===== config.mk =====
export PLATFORM = sky130hd
export DESIGN_NAME = mul_iter
export DESIGN_NICKNAME = d
export VERILOG_FILES = /design/src/rtl/mul_pkg.sv /design/src/rtl/mul_pp_gen.sv /design/src/rtl/mul_csa_array.sv /design/src/rtl/mul_cpa.sv /design/src/rtl/mul_iter.sv
export SDC_FILE = /design/constraint.sdc
export NUM_CORES = 2
export LEC_CHECK = 0
export ABC_AREA = 0
export BUFFER_PORTS_ARGS = -buffer_cell sky130_fd_sc_hd__buf_2
export CAP_MARGIN = 10
export CORE_AREA = 10 10 445 447
export CTS_BUF_LIST = sky130_fd_sc_hd__clkbuf_8 sky130_fd_sc_hd__clkbuf_16
export DETAILED_ROUTE_END_ITERATION = 16
export DIE_AREA = 0 0 455 457
export HOLD_SLACK_MARGIN = 0.05
export PLACE_DENSITY_LB_ADDON = 0.15
export SYNTH_ARGS = -nofsm -noshare
export SYNTH_HDL_FRONTEND = slang
export SYNTH_HIERARCHICAL = 1
export SYNTH_SLANG_ARGS = --single-unit

===== constraint.sdc =====
create_clock -name clk -period 17.8 [get_ports clk]
set_clock_uncertainty 0.05 [all_clocks]
set_input_delay 2.67 -clock clk [delete_from_list [all_inputs] [get_ports clk]]
set_output_delay 2.67 -clock clk [all_outputs]
set_load 0.02 [all_outputs]

===== src/rtl/mul_pkg.sv =====
`timescale 1ns/1ps
// mul_pkg: shared constants, sequencing state type and operand helpers for
// the iterative multiplier. Assumes at most 64-bit operands and a retire rate
// of GRP bits per step.
package mul_pkg;
    localparam int OPW  = 64;             // widest operand
    localparam int GRP  = 10;             // multiplier bits retired per step
    localparam int MAXG = (OPW + GRP) / GRP; // steps for widest unsigned case
    localparam int XW   = GRP * MAXG;     // extended operand width
    localparam int PW   = XW + GRP;       // carry-save vector width
    localparam int RW   = PW - GRP;       // shared adder width
    localparam int CW   = $clog2(MAXG + 1);
    localparam int FW   = 2 * OPW;        // full product width

    typedef enum logic [1:0] {ST_IDLE, ST_RUN, ST_FIN} mul_state_e;

    // Operand width in bits for a width code.
    function automatic int width_of(input logic [1:0] code);
        case (code)
            2'd0:    return 24;
            2'd1:    return 32;
            2'd2:    return 54;
            default: return 64;
        endcase
    endfunction

    // Number of steps: enough groups for W+1 bits (unsigned needs the extra bit).
    function automatic int groups_of(input logic [1:0] code);
        return (width_of(code) + GRP) / GRP;
    endfunction

    // Sign- or zero-extend the low W bits of x to XW bits.
    function automatic logic [XW-1:0] extend(input logic [OPW-1:0] x,
                                             input logic [1:0] code,
                                             input logic sgn);
        int  n;
        logic fill;
        logic [XW-1:0] r;
        n    = width_of(code);
        fill = sgn & x[n-1];
        for (int i = 0; i < OPW; i++) r[i] = (i < n) ? x[i] : fill;
        for (int i = OPW; i < XW; i++) r[i] = fill;
        return r;
    endfunction
endpackage


===== src/rtl/mul_pp_gen.sv =====
`timescale 1ns/1ps
// mul_pp_gen: builds the carry-save inputs for one step. These are GRP shifted
// copies of the multiplicand gated by the multiplier bits, the feedback term
// and a +1 correction. When neg_top is set, the top bit of the group has
// negative weight (two's complement top group), realised as ~x plus 1.
module mul_pp_gen #(
    parameter int XW  = 70,
    parameter int GRP = 10,
    parameter int PW  = XW + GRP,
    parameter int NT  = GRP + 2
) (
    input  logic [XW-1:0] mcand_i,
    input  logic [GRP-1:0] grp_i,
    input  logic          neg_top_i,
    input  logic [XW-1:0] fb_i,
    output logic [PW-1:0] terms_o [NT]
);
    logic [PW-1:0] base;
    assign base = {{GRP{mcand_i[XW-1]}}, mcand_i};

    // One gated, shifted multiplicand per multiplier bit.
    for (genvar i = 0; i < GRP; i++) begin : g_pp
        if (i == GRP - 1) begin : g_top
            assign terms_o[i] = !grp_i[i] ? '0 :
                                neg_top_i ? ~(base << i) : (base << i);
        end else begin : g_low
            assign terms_o[i] = grp_i[i] ? (base << i) : '0;
        end
    end

    // Feedback from the shared adder, sign-extended.
    assign terms_o[GRP]   = {{GRP{fb_i[XW-1]}}, fb_i};
    // Completes the negation of the top partial product.
    assign terms_o[GRP+1] = {{(PW-1){1'b0}}, neg_top_i & grp_i[GRP-1]};
endmodule


===== src/rtl/mul_csa_array.sv =====
`timescale 1ns/1ps
// mul_csa_array: linear chain of 3:2 compressors that reduces N vectors to a
// sum/carry pair with no carry propagation. All arithmetic is modulo 2^W.
module mul_csa_array #(
    parameter int W = 80,
    parameter int N = 12
) (
    input  logic [W-1:0] terms_i [N],
    output logic [W-1:0] sum_o,
    output logic [W-1:0] carry_o
);
    logic [W-1:0] s_v [N-1];
    logic [W-1:0] c_v [N-1];

    assign s_v[0] = terms_i[0];
    assign c_v[0] = terms_i[1];

    // Each level folds one more input into the running pair.
    for (genvar i = 1; i < N - 1; i++) begin : g_lvl
        logic [W-1:0] x;
        logic [W-1:0] maj;
        assign x      = terms_i[i+1];
        assign maj    = (s_v[i-1] & c_v[i-1]) | (s_v[i-1] & x) | (c_v[i-1] & x);
        assign s_v[i] = s_v[i-1] ^ c_v[i-1] ^ x;
        assign c_v[i] = maj << 1;
    end

    assign sum_o   = s_v[N-2];
    assign carry_o = c_v[N-2];
endmodule


===== src/rtl/mul_cpa.sv =====
`timescale 1ns/1ps
// mul_cpa: the single carry-propagate adder shared by every step. It resolves
// the registered sum/carry pair plus a carry-in from the low retired bits.
module mul_cpa #(
    parameter int W = 70
) (
    input  logic [W-1:0] a_i,
    input  logic [W-1:0] b_i,
    input  logic         cin_i,
    output logic [W-1:0] y_o
);
    assign y_o = a_i + b_i + {{(W-1){1'b0}}, cin_i};
endmodule


===== src/rtl/mul_iter.sv =====
`timescale 1ns/1ps
// mul_iter: iterative multiplier that retires GRP product bits per clock.
// Step 0 runs on the accepting edge from the input operands. The remaining
// steps use stored operands, with the shared adder's result fed back. One
// extra cycle resolves the last pair through that adder and loads HI/LO.
// Assumes: a start is honoured only while idle; inputs matter only on that edge.
module mul_iter
    import mul_pkg::*;
(
    input  logic             clk,
    input  logic             rst_n,
    input  logic             start_i,
    input  logic [OPW-1:0]   a_i,
    input  logic [OPW-1:0]   b_i,
    input  logic [1:0]       wsel_i,
    input  logic             sgn_i,
    output logic [OPW-1:0]   hi_o,
    output logic [OPW-1:0]   lo_o,
    output logic             done_o
);
    localparam int NT = GRP + 2;

    mul_state_e      state_q;
    logic [CW-1:0]   cnt_q;
    logic [CW-1:0]   last_q;
    logic [1:0]      wsel_q;
    logic [XW-1:0]   a_q;
    logic [XW-GRP-1:0] b_q;
    logic [RW-1:0]   s_q;
    logic [RW-1:0]   t_q;
    logic            cin_q;
    logic [XW-1:0]   lo_sh;
    logic [OPW-1:0]  hi_q;
    logic [OPW-1:0]  lo_q;
    logic            done_q;

    logic            accept;
    logic [XW-1:0]   a_ext;
    logic [XW-1:0]   b_ext;
    logic [XW-1:0]   cur_a;
    logic [GRP-1:0]  cur_grp;
    logic            neg_top;
    logic [RW-1:0]   r_sum;
    logic [XW-1:0]   fb;
    logic [PW-1:0]   terms [NT];
    logic [PW-1:0]   sum_w;
    logic [PW-1:0]   carry_w;
    logic [GRP-1:0]  lo_bits;
    logic            lo_c;
    logic [FW-1:0]   full;
    logic [OPW-1:0]  hi_n;
    logic [OPW-1:0]  lo_n;

    // Operand selection: live inputs on the accepting edge, stored values after.
    always_comb begin
        accept  = start_i && (state_q == ST_IDLE);
        a_ext   = extend(a_i, wsel_i, sgn_i);
        b_ext   = extend(b_i, wsel_i, sgn_i);
        cur_a   = accept ? a_ext : a_q;
        cur_grp = accept ? b_ext[GRP-1:0] : b_q[GRP-1:0];
        neg_top = (state_q == ST_RUN) && (cnt_q == last_q);
        fb      = accept ? '0 : r_sum;
    end

    mul_pp_gen #(.XW(XW), .GRP(GRP), .PW(PW), .NT(NT)) u_pp (
        .mcand_i   (cur_a),
        .grp_i     (cur_grp),
        .neg_top_i (neg_top),
        .fb_i      (fb),
        .terms_o   (terms)
    );

    mul_csa_array #(.W(PW), .N(NT)) u_csa (
        .terms_i (terms),
        .sum_o   (sum_w),
        .carry_o (carry_w)
    );

    mul_cpa #(.W(RW)) u_cpa (
        .a_i   (s_q),
        .b_i   (t_q),
        .cin_i (cin_q),
        .y_o   (r_sum)
    );

    // Resolve the ten retired low bits; their carry goes to the shared adder.
    always_comb begin
        {lo_c, lo_bits} = {1'b0, sum_w[GRP-1:0]} + {1'b0, carry_w[GRP-1:0]};
    end

    // Assemble the product and cut it into halves for the selected width.
    always_comb begin
        full = ({{(FW-RW){r_sum[RW-1]}}, r_sum} << (GRP * (int'(last_q) + 1)))
             | {{(FW-XW){1'b0}}, lo_sh};
        hi_n = '0;
        lo_n = '0;
        case (wsel_q)
            2'd0: begin
                lo_n[23:0] = full[23:0];
                hi_n[23:0] = full[47:24];
            end
            2'd1: begin
                lo_n[31:0] = full[31:0];
                hi_n[31:0] = full[63:32];
            end
            2'd2: begin
                lo_n[53:0] = full[53:0];
                hi_n[53:0] = full[107:54];
            end
            default: begin
                lo_n = full[63:0];
                hi_n = full[127:64];
            end
        endcase
    end

    // Sequencer and datapath registers.
    always_ff @(posedge clk) begin
        if (!rst_n) begin
            state_q <= ST_IDLE;
            cnt_q   <= '0;
            last_q  <= '0;
            wsel_q  <= '0;
            a_q     <= '0;
            b_q     <= '0;
            s_q     <= '0;
            t_q     <= '0;
            cin_q   <= 1'b0;
            lo_sh   <= '0;
            hi_q    <= '0;
            lo_q    <= '0;
            done_q  <= 1'b0;
        end else begin
            done_q <= 1'b0;
            case (state_q)
                ST_IDLE: begin
                    if (accept) begin
                        state_q <= ST_RUN;
                        cnt_q   <= CW'(1);
                        last_q  <= CW'(groups_of(wsel_i) - 1);
                        wsel_q  <= wsel_i;
                        a_q     <= a_ext;
                        b_q     <= b_ext[XW-1:GRP];
                        s_q     <= sum_w[PW-1:GRP];
                        t_q     <= carry_w[PW-1:GRP];
                        cin_q   <= lo_c;
                        lo_sh   <= {{(XW-GRP){1'b0}}, lo_bits};
                    end
                end
                ST_RUN: begin
                    s_q   <= sum_w[PW-1:GRP];
                    t_q   <= carry_w[PW-1:GRP];
                    cin_q <= lo_c;
                    lo_sh[GRP*int'(cnt_q) +: GRP] <= lo_bits;
                    b_q   <= b_q >> GRP;
                    cnt_q <= cnt_q + CW'(1);
                    if (cnt_q == last_q) state_q <= ST_FIN;
                end
                default: begin
                    hi_q    <= hi_n;
                    lo_q    <= lo_n;
                    done_q  <= 1'b1;
                    state_q <= ST_IDLE;
                end
            endcase
        end
    end

    assign hi_o   = hi_q;
    assign lo_o   = lo_q;
    assign done_o = done_q;
endmodule


Word-level counts from Yosys, hierarchy flattened
Cells that the tools add are included.
Widths: inputs -> output; s select.
Cells by class
  order comparisons: 65
  $add $sub $neg: 9
  equal/unequal tests: 8
  reduce and logical (&&, ||, !) cells: 12
  divide/modulo/power cells: 1
  multiplexer cells: 176
  multipliers: 2
  shift-type cells: 3
  bitwise operators: 75
Operator list (number)
  $and 79x79->79: 28
  $or 79x79->79: 20
  $xor 80x80->80: 19
  $lt 7x32->1 const A: 32
  $mux 80: 11
  $lt 6x32->1 const A: 16
  $pmux 70 s2: 3
  $mux 70: 5
  $lt 5x32->1 const A: 8
  $and 79x1->79: 2
  $mux 1: 134
  $lt 4x32->1 const A: 4
  $or 128x70->128: 1
  $shl 128x8->128: 1
  $pmux 60 s2: 1
  $mux 32: 3
  $not 80->80: 1
  $xor 80x1->80: 1
  $pmux 24 s3: 1
  $add 70x1->70: 1
  $add 70x70->70: 1
  $bwmux 70: 1
  $shift 10x33->70 const A: 1
  $shiftx 10x33->70: 1
  other kinds (39): 55
Storage, ports and cells
  output and inout bits: 129
  register bits: 480
  bits of input ports: 134
  logic and storage cells: 364

Depth between registers and ports, before layout
  depth in word-level cells: 44
  gate-level depth with buffers: 38
  mapped depth without buffers: 33

Modules after synthesis
The synthesis kept the hierarchy.
Modules (own cells, without submodules)
  mul_iter: seq. area each 9509.1 um2, instances 1, area each 28454.8 um2, cells an instance 3606
  mul_csa_array: seq. area each 0.0 um2, instances 1, area each 16055.4 um2, cells an instance 842
  mul_pp_gen: seq. area each 0.0 um2, instances 1, area each 7410.9 um2, cells an instance 1109
  mul_cpa: seq. area each 0.0 um2, instances 1, area each 4359.2 um2, cells an instance 650

Least setup slack after synthesis
No wires, ideal clock.
  path type: input -> register
  start point: input port wsel_i[0]
  end point: register lo_sh[14]
  required time: 17.599 ns
  library setup time: 0.151 ns
  buffers on the path: 3
  path slack: 4.440 ns
  arrival time: 13.160 ns
  stages on the path: 32
  cells stage by stage: inv_1 -> ha_1 -> clkbuf_1 -> inv_1 -> ha_1 -> xor2_1 -> mux4_2 -> and2_1 -> or3_1 -> clkbuf_1 -> nor3_2 -> a221o_1 -> clkbuf_1 -> and2_1 -> fa_1 -> fa_1 -> fa_1 -> fa_1 -> fa_1 -> fa_1 -> fa_1 -> fa_1 -> fa_1 -> fa_1 -> ha_1 -> a21o_1 -> a21oi_1 -> o211ai_1 -> a21oi_1 -> o32ai_1 -> o311ai_0 -> mux2i_1
RTL lines
  start: declaration: RTL line mul_iter.sv:15  | input logic [1:0] wsel_i,
  end signal: assignment: RTL line mul_iter.sv:147  | lo_sh <= {{(XW-GRP){1'b0}}, lo_bits};
  end signal: indexed assignment: RTL line mul_iter.sv:154  | lo_sh[GRP*int'(cnt_q) +: GRP] <= lo_bits;
  end: declaration: RTL line mul_iter.sv:32  | logic [XW-1:0] lo_sh;

==> flow_summary.json <==
{
  "drt_wl_total_um": 228000,
  "r2r_end": "lo_sh[16]$_SDFFE_PN0P_",
  "synth-edff-count": 0,
  "fmax_mhz": 70.0,
  "ys_types": 111,
  "path_class": "input port to register",
  "syn_area_um2": 56300,
  "drv_cap": 0,
  "grt.overflow.total": 0,
  "vias": 46700,
  "rr_worst_depth": 24,
  "rows": 160,
  "hp-class": "register to register",
  "critical_path_depth": 30,
  "postCtsHoldBufs": 0,
  "slew_headroom": 0.129,
  "fp.coreArea_um2": 189000,
  "avgViaCountPerCell": 5.40,
  "first_global_vias": 46900,
  "path_clk_slew_ns": 0.06,
  "dieArea_um2": 208000,
  "reg2reg_from": "state_q[1]$_SDFFE_PN0P_",
  "portBuffers": 262,
  "fin_cells": 8652,
  "drive_gt1_frac": 0.119,
  "cts-resized-gates": 0,
  "gp_congestion": 0.934,
  "pre_cts_slack_ns": 2.81,
  "hp-start": "hi_o[43]$_SDFFE_PN0P_",
  "rrSetupSlack_ns": 6.93,
  "ys_seq_area_frac": 0.169,
  "setup-tns-final_ns": 0,
  "period_minus_slack_ns": 14.29,
  "track_usage": 0.214,
  "cp_data_arrival_time_ns": 14.78,
  "dp_hpwl_um": 179000,
  "final_antenna_net_count": 0,
  "finalMaxSlewViolations": 0,
  "die_w_um": 455,
  "first_iter_violations": 3816,
  "cts_max_level": 3,
  "endpoint_kind": "register",
  "yosysMostFrequentCell": "and2_1",
  "grt_setup_unrepaired": "no",
  "required_ns": 18.29,
  "ios": 263,
  "firstDrtPassIters": 6,
  "synth_common_cells": "827 x and2_1, 785 x fa_1, 667 x nand2_1",
  "crit_top_cell": "fa_1",
  "fin_nets": 7113,
  "drc": 0,
  "cts_tree": "yes",
  "worstPathMaxFanout": 23,
  "setup_viol": 0,
  "postCtsSetupRepairBufs": 0,
  "cpLargestDelayFamily": "adder cells",
  "finalHoldViolCount": 0,
  "ys.flop_type": "dfxtp_1",
  "cts_buffers": 69,
  "fin_ws_ns": 3.51,
  "yosys.area.top_type": "fa_1",
  "status": "finished, final reports clean",
  "async_flop_share": 0,
  "grt_max_degree": 81,
  "finalCritPeriodShare": 0.803,
  "critPathLaunchType": "input port",
  "clockBufferDepth": 3,
  "yosysTopAreaCellShare": 0.279,
  "slowest_stage": "nor3_1",
  "synthCells": 6207,
  "syn2layout_area_growth_pct": 7.91,
  "grt_pass1_wl_um": 336000,
  "cp-endpoint": "lo_sh[16]$_SDFFE_PN0P_",
  "grt_antenna_before_repair": 15,
  "crit_path_max_incr_delay_ns": 0.86,
  "netlist_top_cells_area": "fa_1 28%, dfxtp_1 17%, and2_1 9.2%, a21oi_1 4.9%, nand2_1 4.4%",
  "ys_ff_latch": 475,
  "root_buffer": "clkbuf_16",
  "dpl.cell_count": 8525,
  "worst_skew_pair.late_latency_ns": 0.74,
  "start_util": 0.297,
  "path_buf_inv": 3,
  "yosysWarnings": 6,
  "cts_sinks": 475,
  "hold_slack_ns": 0.387,
  "max_slew.worst_pin.slew_ns": 1.31,
  "route.detailed.wl_per_inst_um": 26.3,
  "synth.avg_cell_area_um2": 9.07,
  "die_height_um": 457,
  "startpoint": "wsel_i[0]"
}
-- worst min-delay path: stages (launching register included) --
cell	delay (ns)
dfxtp_1	0.30
nand2_1	0.05
nand2_1	0.04
-- layout by cell type (no fill, tap or decap), types with 40 or more instances in the layout --
master     Yosys  layout
buf_4        272     109
buf_2         42     261
ha_1         109     106
xnor2_1       67      65
o211ai_1      47      47
inv_1         88      99
fa_1         785     784
clkbuf_16      0      70
nand3_1       89      89
mux2i_1       94      94
nand2_1      667     663
conb_1         2     116
nor2_1       362     357
mux4_2        88      88
a211oi_1      93      93
dfxtp_1      475     472
a21o_1        48      48
mux2_2        53      53
o22ai_1       49      49
o21ai_0      205     205
xor2_1       105     104
a31oi_1       56      54
nand4_1       40      40
nor3_1       100      96
a21oi_1      553     545
and2_1       827     825
-- final cells by class --
class	instances	area (µm²)
repair buffers	370	2120
clock buffers	85	1960
diodes	2	5.00
flip-flops and latches	475	9520
multi-input cells	5077	43300
well taps	2511	3140
inverters	92	353
fillers	20000	128000
clock inverters	40	379
-- worst min path at each step --
stage,end,cells after the start
after floorplan,lo_sh[46]$_SDFFE_PN0P_,2
after global placement,hi_o[43]$_SDFFE_PN0P_,2
after detailed placement,hi_o[43]$_SDFFE_PN0P_,2
after CTS,hi_o[43]$_SDFFE_PN0P_,2
after global routing,s_q[48]$_SDFFE_PN0P_,2
final,hi_o[43]$_SDFFE_PN0P_,2
-- registers in the layout (all words and copies together), names as in the netlist --
register	flops
last_q	3
cin_q	1
s_q	70
cnt_q	3
t_q	70
done_o	1
lo_o	64
lo_sh	70
wsel_q	2
state_q	2
b_q	55
a_q	70
hi_o	64
-- layer usage --
| layer | vias up | share of wire | global-route usage |
|---|---|---|---|
| met5 | - | 0.00018 | 0 |
| li1 | 20800 | - | - |
| met4 | 6 | 0.032 | 0.0632 |
| met1 | 24000 | 0.47 | 0.308 |
| met3 | 289 | 0.059 | 0.0335 |
| met2 | 1568 | 0.44 | 0.328 |
-- cells by family after synthesis --
family | after synthesis | share of synthesized area
AO/OA/AOI/OAI | 1420 | 0.163
XOR/XNOR | 175 | 0.0280
adder cells (fa/ha/maj) | 894 | 0.303
buffers and inverters | 769 | 0.0744
flip-flops | 475 | 0.169
multiplexers | 235 | 0.0625
other | 2 | 0.000133
AND/OR/NAND/NOR | 2237 | 0.200
-- metrics by stage --
step                       util  cell area, µm²
after detailed placement  0.309           58400
after CTS                 0.321           60700
after floorplan               -           56700
after global routing      0.321           60700
after global placement    0.309           58400
final                     0.321           60700
Power is not shown: default switching activity piles up to over one toggle a cycle in this logic, so the estimate is an artifact.
